**src/rtl/fcm_centre_est.sv**
```systemverilog
module fcm_centre_est #(
  parameter int PIX_W = 8,
  parameter int DEN_W = 32,
  parameter int NUM_W = 40
) (
  input  logic             clk,
  input  logic             rst_n,
  input  logic [PIX_W-1:0] pix_i,
  input  logic [PIX_W-1:0] memb_i,
  input  logic             valid_i,
  input  logic             first_i,
  input  logic             frame_end_i,
  output logic [PIX_W-1:0] centre1_o,
  output logic [PIX_W-1:0] centre2_o,
  output logic             centres_valid_o
);
  localparam int W_W   = 2 * PIX_W;
  localparam int P_W   = 3 * PIX_W;
  localparam int CNT_W = $clog2(PIX_W + 1);
  localparam int X_W   = NUM_W + 1;
  localparam logic [PIX_W-1:0] MAXV = {PIX_W{1'b1}};

  logic [PIX_W-1:0] m1, m2;
  assign m1 = first_i ? pix_i : memb_i;
  assign m2 = MAXV - m1;

  logic [W_W-1:0]   w_r [2];
  logic [PIX_W-1:0] p_r;
  logic             v_r;
  logic [2:0]       fe_r;
  logic             cap;
  assign cap = fe_r[2];

  always_ff @(posedge clk) begin
    if (!rst_n) begin
      v_r    <= 1'b0;
      p_r    <= '0;
      w_r[0] <= '0;
      w_r[1] <= '0;
      fe_r   <= '0;
    end else begin
      v_r  <= valid_i;
      fe_r <= {fe_r[1:0], frame_end_i};
      if (valid_i) begin
        w_r[0] <= W_W'(m1) * W_W'(m1);
        w_r[1] <= W_W'(m2) * W_W'(m2);
        p_r    <= pix_i;
      end
    end
  end

  logic [DEN_W-1:0] den_acc [2];
  logic [DEN_W-1:0] den_q   [2];
  logic [NUM_W-1:0] num_acc [2];
  logic [P_W-1:0]   wp      [2];

  always_comb begin
    for (int j = 0; j < 2; j++)
      wp[j] = P_W'(w_r[j]) * P_W'(p_r);
  end

  always_ff @(posedge clk) begin
    if (!rst_n) begin
      for (int j = 0; j < 2; j++) begin
        den_acc[j] <= '0;
        num_acc[j] <= '0;
        den_q[j]   <= '0;
      end
    end else begin
      for (int j = 0; j < 2; j++) begin
        den_q[j] <= den_acc[j];
        if (cap) begin
          den_acc[j] <= '0;
          num_acc[j] <= '0;
        end else if (v_r) begin
          den_acc[j] <= den_acc[j] + DEN_W'(w_r[j]);
          num_acc[j] <= num_acc[j] + NUM_W'(wp[j]);
        end
      end
    end
  end

  logic             busy;
  logic [CNT_W-1:0] cnt, k;
  logic [NUM_W-1:0] rem    [2];
  logic [NUM_W-1:0] rem_nx [2];
  logic [DEN_W-1:0] dv     [2];
  logic [PIX_W-1:0] q      [2];
  logic [PIX_W-1:0] q_nx   [2];
  logic [X_W-1:0]   sh     [2];
  logic [PIX_W-1:0] cen    [2];

  assign k = cnt - CNT_W'(1);

  always_comb begin
    for (int j = 0; j < 2; j++) begin
      sh[j] = X_W'(dv[j]) << k;
      if ({1'b0, rem[j]} >= sh[j]) begin
        rem_nx[j] = NUM_W'({1'b0, rem[j]} - sh[j]);
        q_nx[j]   = q[j] | (PIX_W'(1) << k);
      end else begin
        rem_nx[j] = rem[j];
        q_nx[j]   = q[j];
      end
    end
  end

  always_ff @(posedge clk) begin
    if (!rst_n) begin
      busy            <= 1'b0;
      cnt             <= '0;
      centres_valid_o <= 1'b0;
      cen[0]          <= '0;
      cen[1]          <= MAXV;
      for (int j = 0; j < 2; j++) begin
        rem[j] <= '0;
        dv[j]  <= '0;
        q[j]   <= '0;
      end
    end else if (cap) begin
      busy <= 1'b1;
      cnt  <= CNT_W'(PIX_W);
      for (int j = 0; j < 2; j++) begin
        rem[j] <= num_acc[j];
        dv[j]  <= den_q[j];
        q[j]   <= '0;
      end
    end else if (busy) begin
      cnt <= k;
      for (int j = 0; j < 2; j++) begin
        rem[j] <= rem_nx[j];
        q[j]   <= q_nx[j];
      end
      if (cnt == CNT_W'(1)) begin
        busy            <= 1'b0;
        centres_valid_o <= 1'b1;
        for (int j = 0; j < 2; j++)
          if (dv[j] != '0) cen[j] <= q_nx[j];
      end
    end
  end

  assign centre1_o = cen[0];
  assign centre2_o = cen[1];

  // centres are steady while pixels flow
  a_r5_hold_active: assert property (@(posedge clk) disable iff (!rst_n)
    valid_i |=> ($stable(centre1_o) && $stable(centre2_o)));

  // a centre only moves at the end of a division
  a_r5_change_after_div: assert property (@(posedge clk) disable iff (!rst_n)
    !($stable(centre1_o) && $stable(centre2_o)) |-> $past(busy));

  // valid flag rises only when a division ends, and never drops
  a_r7_valid_rise: assert property (@(posedge clk) disable iff (!rst_n)
    $rose(centres_valid_o) |-> $past(busy));
  a_r7_valid_sticky: assert property (@(posedge clk) disable iff (!rst_n)
    centres_valid_o |=> centres_valid_o);

  // weight sums do not wrap within a frame
  a_r4_no_overflow: assert property (@(posedge clk) disable iff (!rst_n)
    (v_r && !cap) |=> (den_acc[0] >= $past(den_acc[0]) && den_acc[1] >= $past(den_acc[1])));

  // sums are empty right after a capture
  a_r8_restart: assert property (@(posedge clk) disable iff (!rst_n)
    cap |=> (den_acc[0] == '0 && den_acc[1] == '0));
endmodule

```
**config.mk**
```make
export PLATFORM = sky130hd
export DESIGN_NAME = fcm_centre_est
export DESIGN_NICKNAME = d
export VERILOG_FILES = /design/src/rtl/fcm_centre_est.sv
export SDC_FILE = /design/constraint.sdc
export NUM_CORES = 2
export LEC_CHECK = 0
export BUFFER_PORTS_ARGS = -buffer_cell sky130_fd_sc_hd__buf_2
export CAP_MARGIN = 20
export CORE_ASPECT_RATIO = 0.6
export CORE_MARGIN = 8
export CORE_UTILIZATION = 35
export DETAILED_ROUTE_END_ITERATION = 10
export PLACE_DENSITY = 0.46
export SKIP_LAST_GASP = 1
export SYNTH_ARGS = -nofsm -noshare
export SYNTH_HDL_FRONTEND = slang
export SYNTH_SLANG_ARGS = --single-unit
```
**constraint.sdc**
```tcl
create_clock -name clk -period 17.45 [get_ports clk]
set_input_delay 0.8725 -clock clk [delete_from_list [all_inputs] [get_ports clk]]
set_output_delay 0.8725 -clock clk [all_outputs]
set_load 0.05 [all_outputs]
```
* After elaboration in Yosys (flattened, before gate mapping)
Memory sizes are Yosys's and may differ from the RTL's. Cells that the tools add are included.
Operators by class: add/sub/neg operators 8, multiply operators 4, order comparisons 2, equal/unequal tests 1, shift operators 3, muxes and demuxes 62, bitwise operators 28, reduce and logical (&&, ||, !) cells 5
Operators by type and width (number):
- 40-bit 2-to-1 mux | 10
- 32-bit 2-to-1 mux | 8
- 40-bit by 41-bit greater-or-equal comparator with 1-bit output | 2
- 32-bit by 4-bit << shifter with 41-bit output | 2
- 40-bit by 24-bit adder with 40-bit output | 2
- 40-bit subtractor | 2
- 8-bit 2-to-1 mux | 9
- 32-bit by 16-bit adder with 32-bit output | 2
- 32-bit nonzero test | 2
- 16-bit by 8-bit multiplier with 24-bit output | 2
- 8-bit by 8-bit multiplier with 16-bit output | 2
- 16-bit 2-to-1 mux | 2
- 1-bit 2-to-1 mux | 31
- 1-bit OR | 24
- 8-bit OR | 2
- 4-bit 2-to-1 mux | 2
- 1-bit by 4-bit << shifter with 8-bit output, first input constant | 1
- 8-bit subtractor, first input constant | 1
- 4-bit by 1-bit equality test with 1-bit output, second input constant | 1
- 4-bit by 1-bit subtractor with 4-bit output, second input constant | 1
- 3-bit AND reduction | 1
- 1-bit NOT | 2
- 2-bit nonzero test | 1
- 2-bit OR reduction | 1
Word-level totals: bits in registers 18, bits in writable memories 416, input port bits 21, output and inout port bits 17, logic and storage cells 128, memories kept 8
Memory list:
- num_acc | depth 2, bits a word 40, rd ports 2, clocked after memory_dff 0, wr ports 2, RTL line 54 | logic [NUM_W-1:0] num_acc [2];
- rem | depth 2, bits a word 40, rd ports 2, clocked after memory_dff 0, wr ports 2, RTL line 85 | logic [NUM_W-1:0] rem [2];
- den_acc | depth 2, bits a word 32, rd ports 2, clocked after memory_dff 0, wr ports 2, RTL line 52 | logic [DEN_W-1:0] den_acc [2];
- den_q | depth 2, bits a word 32, rd ports 2, clocked after memory_dff 0, wr ports 2, RTL line 53 | logic [DEN_W-1:0] den_q [2];
- dv | depth 2, bits a word 32, rd ports 2, clocked after memory_dff 0, wr ports 2, RTL line 87 | logic [DEN_W-1:0] dv [2];
- w_r | depth 2, bits a word 16, rd ports 2, clocked after memory_dff 0, wr ports 2, RTL line 27 | logic [W_W-1:0] w_r [2];
- 2 more memories

* Depth between registers and ports, before layout
depth after elaboration 8, mapped depth 25, gate-level depth less buffers 21

* Worst setup path after synthesis
No wires, ideal clock.
path kind register to register, start point register, netlist name cnt[0], end point memory rem[1][0], in the netlist rem[0][40] (enable), library setup time 493 ps, arrival 8228 ps, data required time 16957 ps, setup slack 8729 ps, stages on the path, launching flop included 22, path buffers 6, period minus slack after synthesis 8721 ps, cells stage by stage dfxtp_1 > clkbuf_1 > clkinv_1 > buf_1 > ha_1 > clkbuf_1 > clkbuf_1 > clkbuf_1 > clkbuf_1 > nand3_1 > mux2i_1 > mux2i_1 > ha_1 > nand4_1 > or4_1 > nor3_1 > a31oi_1 > o21ai_1 > a2111oi_0 > a211oi_2 > nor2_1 > o21ai_0
RTL lines (RTL line):
- end: declaration | 85

==> metrics <==
Slew @ Worst Pin 1.11 ns; layout cell share with drive strength beyond 1 0.0629; vias in the first global route 27300; Final Cycle Share 0.405; number of distinct library cells after synthesis 90; fillcell total about 11000; Avg WL per Cell 19.7 um; kind of capture point of the worst setup path flip-flop; Mean Syn Cell Area 9.34 um^2; post-synth design cell area between 0.03 and 0.04 mm^2; final antenna-violating net count 0; synthesized flop and latch total ~430; Worst path most repeated cell sky130_fd_sc_hd__nand2_1; total of hold buffers inserted after clock tree synthesis 0; TritonCTS clock tree built; LEAKAGE 18.1 nW; via/cell ratio around 5.2; commonest register cell after synthesis sky130_fd_sc_hd__edfxtp_1; Die Y 271 um; number of sinks driven by the clock tree roughly 430; Area after DPL 0.0396 mm^2; final cell area excluding filler cells 0.0413 mm^2; CP Data Arrival Time 7.32 ns; wire length of the first global-routing pass 168 mm; # placed instances 5388; number of gates resized after cts 0; Critical Path Source Type flip-flop; Max IR drop VDD roughly 73 uV; commonest cells after routing, fill and taps aside 450 x sky130_fd_sc_hd__inv_1, 427 x sky130_fd_sc_hd__nand2_1, 350 x sky130_fd_sc_hd__edfxtp_1; crit path max-delay cell type sky130_fd_sc_hd__dfxtp_4; buffers added on ports 37; total number of yosys warnings 0; routed via count 28400; buffer depth of the longest clock path 3; count of standard-cell rows 93; endpoints failing setup 0; Max-Cap Viols 0; drt total wl between 100 and 150 mm; Hold WC Path Type flip-flop to flip-flop; area of the die 0.119 mm^2; cell count after synthesis between 4000 and 5000; Final Critical Period a little over 7 ns; critical path start-end classification flip-flop to flip-flop; initial antenna violation count 5; sequential cell area in the final layout 0.0122 mm^2; Worst path top cell family by delay compound AO/OA/AOI/OAI gates; crit path cell chain clkinv_1, buf_4, ha_4, mux2_2, nor2_1, a21oi_1, nand2_1, nand2_1, o21ai_0, ha_1, and3_1, nand2_1, nor4_1, a31oi_1, o21ai_1, a2111oi_0, a211oi_2, nor2_1, o21ai_4, buf_4; GRT overflow 0; starting DRC count in detailed routing 1920; I/O pin count 38; run status complete, no violations; most frequent standard cell in the layout excluding fill and tap cells sky130_fd_sc_hd__inv_1; number of non-filler instances in the completed layout 5483; number of synthesized flops with an enable pin 350; max-slew violation total from the final report 0; maximum operating frequency 141 MHz; Worst slew margin 0.240; Clock Skew 0.0261 ns; combined area of the multi-input logic cells approximately 0.023 mm^2; maximum number of pins on one net before global-route repair 81; power per cell area approximately 110 mW/mm^2; post-CTS setup-driven buffer insertion count 0; count of TritonRoute iterations in the first routing pass 5; required time at the endpoint of the critical path 17.70 ns; Async S/R FF share, synth 0; global placer's final weighted congestion 0.848; Buffers & Inverters on Critical Path 3; fraction of the yosys area taken by sequential cells 0.321; total DRC errors in the routed layout 0; insertion delay to the later sink of the worst-skew pair between 0.6 and 0.7 ns; GRT Resource Usage Total 0.177; highest net fanout along the worst path between 70 and 80; unrepaired setup endpoints after global routing no; H-tree lvl count 2; Inserted Clock Buffers 48; Reg clk slew, reported paths 0.06 ns; hpwl dp 82.2 mm; starting density of the core 0.353; max incr delay on CP 0.97 ns; # nets final 4568; Core Footprint 0.107 mm^2; DIE WIDTH 441 um; final hold violation count 0; accumulated negative setup slack 0 ns; area growth from synthesis to layout 8.97%; cell at the root of the clock tree sky130_fd_sc_hd__clkbuf_16
## area by class of cell
cell class,instances,area share
Sequential cell,432,0.294
Multi-Input combinational cell,3000,0.568
Timing Repair Buffer,80,0.0127
Clock inverter,30,0.00894
Clock buffer,60,0.0319
Tap cell,1425,0.0432
Antenna cell,2,0.000121
Inverter,454,0.0413
## cells in the mapped netlist, types with 95 or more instances
cell / n / area (um^2)
sky130_fd_sc_hd__xnor2_1: 95 / 832
sky130_fd_sc_hd__inv_1: 451 / 1690
sky130_fd_sc_hd__a21oi_1: 212 / 1060
sky130_fd_sc_hd__and3_1: 117 / 732
sky130_fd_sc_hd__nor2_1: 263 / 987
sky130_fd_sc_hd__clkbuf_1: 161 / 604
sky130_fd_sc_hd__fa_1: 256 / 5120
sky130_fd_sc_hd__and2_1: 236 / 1480
sky130_fd_sc_hd__ha_1: 275 / 3440
sky130_fd_sc_hd__nand2_1: 428 / 1610
sky130_fd_sc_hd__o21ai_0: 254 / 1270
sky130_fd_sc_hd__edfxtp_1: 350 / 10500
## metal layers
layer	GRT usage	vias to the layer above	routed length, um	share of wire
li1	-	13900	-	-
met2	0.231	596	40400	0.37
met1	0.302	13800	61000	0.56
met4	0.0255	0	1320	0.012
met3	0.0258	79	5290	0.049
met5	0	-	0	0
## worst reg2reg max path, cell delays in order, from the launching register on
cell and delay [ns]:
sky130_fd_sc_hd__dfxtp_4 0.97, sky130_fd_sc_hd__clkinv_1 0.17, sky130_fd_sc_hd__buf_4 0.32, sky130_fd_sc_hd__ha_4 0.71, sky130_fd_sc_hd__mux2_2 0.44, sky130_fd_sc_hd__nor2_1 0.09
sky130_fd_sc_hd__a21oi_1 0.06, sky130_fd_sc_hd__nand2_1 0.10, sky130_fd_sc_hd__nand2_1 0.07, sky130_fd_sc_hd__o21ai_0 0.57, sky130_fd_sc_hd__ha_1 0.34, sky130_fd_sc_hd__and3_1 0.24
sky130_fd_sc_hd__nand2_1 0.10, sky130_fd_sc_hd__nor4_1 0.53, sky130_fd_sc_hd__a31oi_1 0.15, sky130_fd_sc_hd__o21ai_1 0.14, sky130_fd_sc_hd__a2111oi_0 0.13, sky130_fd_sc_hd__a211oi_2 0.72
sky130_fd_sc_hd__nor2_1 0.16, sky130_fd_sc_hd__o21ai_4 0.15, sky130_fd_sc_hd__buf_4 0.48
## power by group
| group | internal [mW] | switching (mW) | total (mW) | leakage (nW) |
|---|---|---|---|---|
| Clock | 0.656 | 0.468 | 1.12 | 0.823 |
| Sequential | 1.22 | 0.140 | 1.36 | 4.35 |
| Combinational | 0.853 | 1.30 | 2.15 | 12.9 |
| Total | 2.73 | 1.91 | 4.64 | 18.1 |
## logic make-up after synthesis
kind of cell,Yosys count,synth area share
simple gates,1373,0.178
compound gates,792,0.131
mux,113,0.0382
other cells,2,0.000198
fa+ha+maj,531,0.226
flops,432,0.321
xor+xnor,179,0.0414
buf+inv,637,0.0647
## registers in the layout, indices dropped and copies added, names as in the netlist, 3 cells and up
signal / cells
p_r: 8
cnt: 4
q: 16
w_r: 30
cen: 16
rem: 80
den_acc: 64
fe_r: 3
num_acc: 80
den_q: 64
dv: 64
## worst paths after layout
path              slack (ns)  cells past startpoint                 from              endpoint
setup / recovery       10.38                     20  cnt[0]$_SDFFE_PP0P_  rem[0][42]$_DFFE_PP_
hold / removal          0.43                      1   fe_r[1]$_SDFF_PN0_    fe_r[2]$_SDFF_PN0_
setup reg to reg       10.38                     20  cnt[0]$_SDFFE_PP0P_  rem[0][42]$_DFFE_PP_
hold reg to reg         0.43                      1   fe_r[1]$_SDFF_PN0_    fe_r[2]$_SDFF_PN0_
## through the flow
| step | hold slack, ns | worst slack, ns | total power, mW | util |
|---|---|---|---|---|
| floorplan | 0.412 | 8.73 | 2.96 | - |
| global placement | 0.420 | 10.37 | 3.53 | 0.369 |
| detailed placement | 0.419 | 10.42 | 3.52 | 0.369 |
| CTS | 0.434 | 10.43 | 4.67 | 0.385 |
| global route | 0.455 | 9.91 | 5.00 | 0.385 |
| finish | 0.432 | 10.38 | 4.64 | 0.385 |
Power figures use the tool's default switching activity.
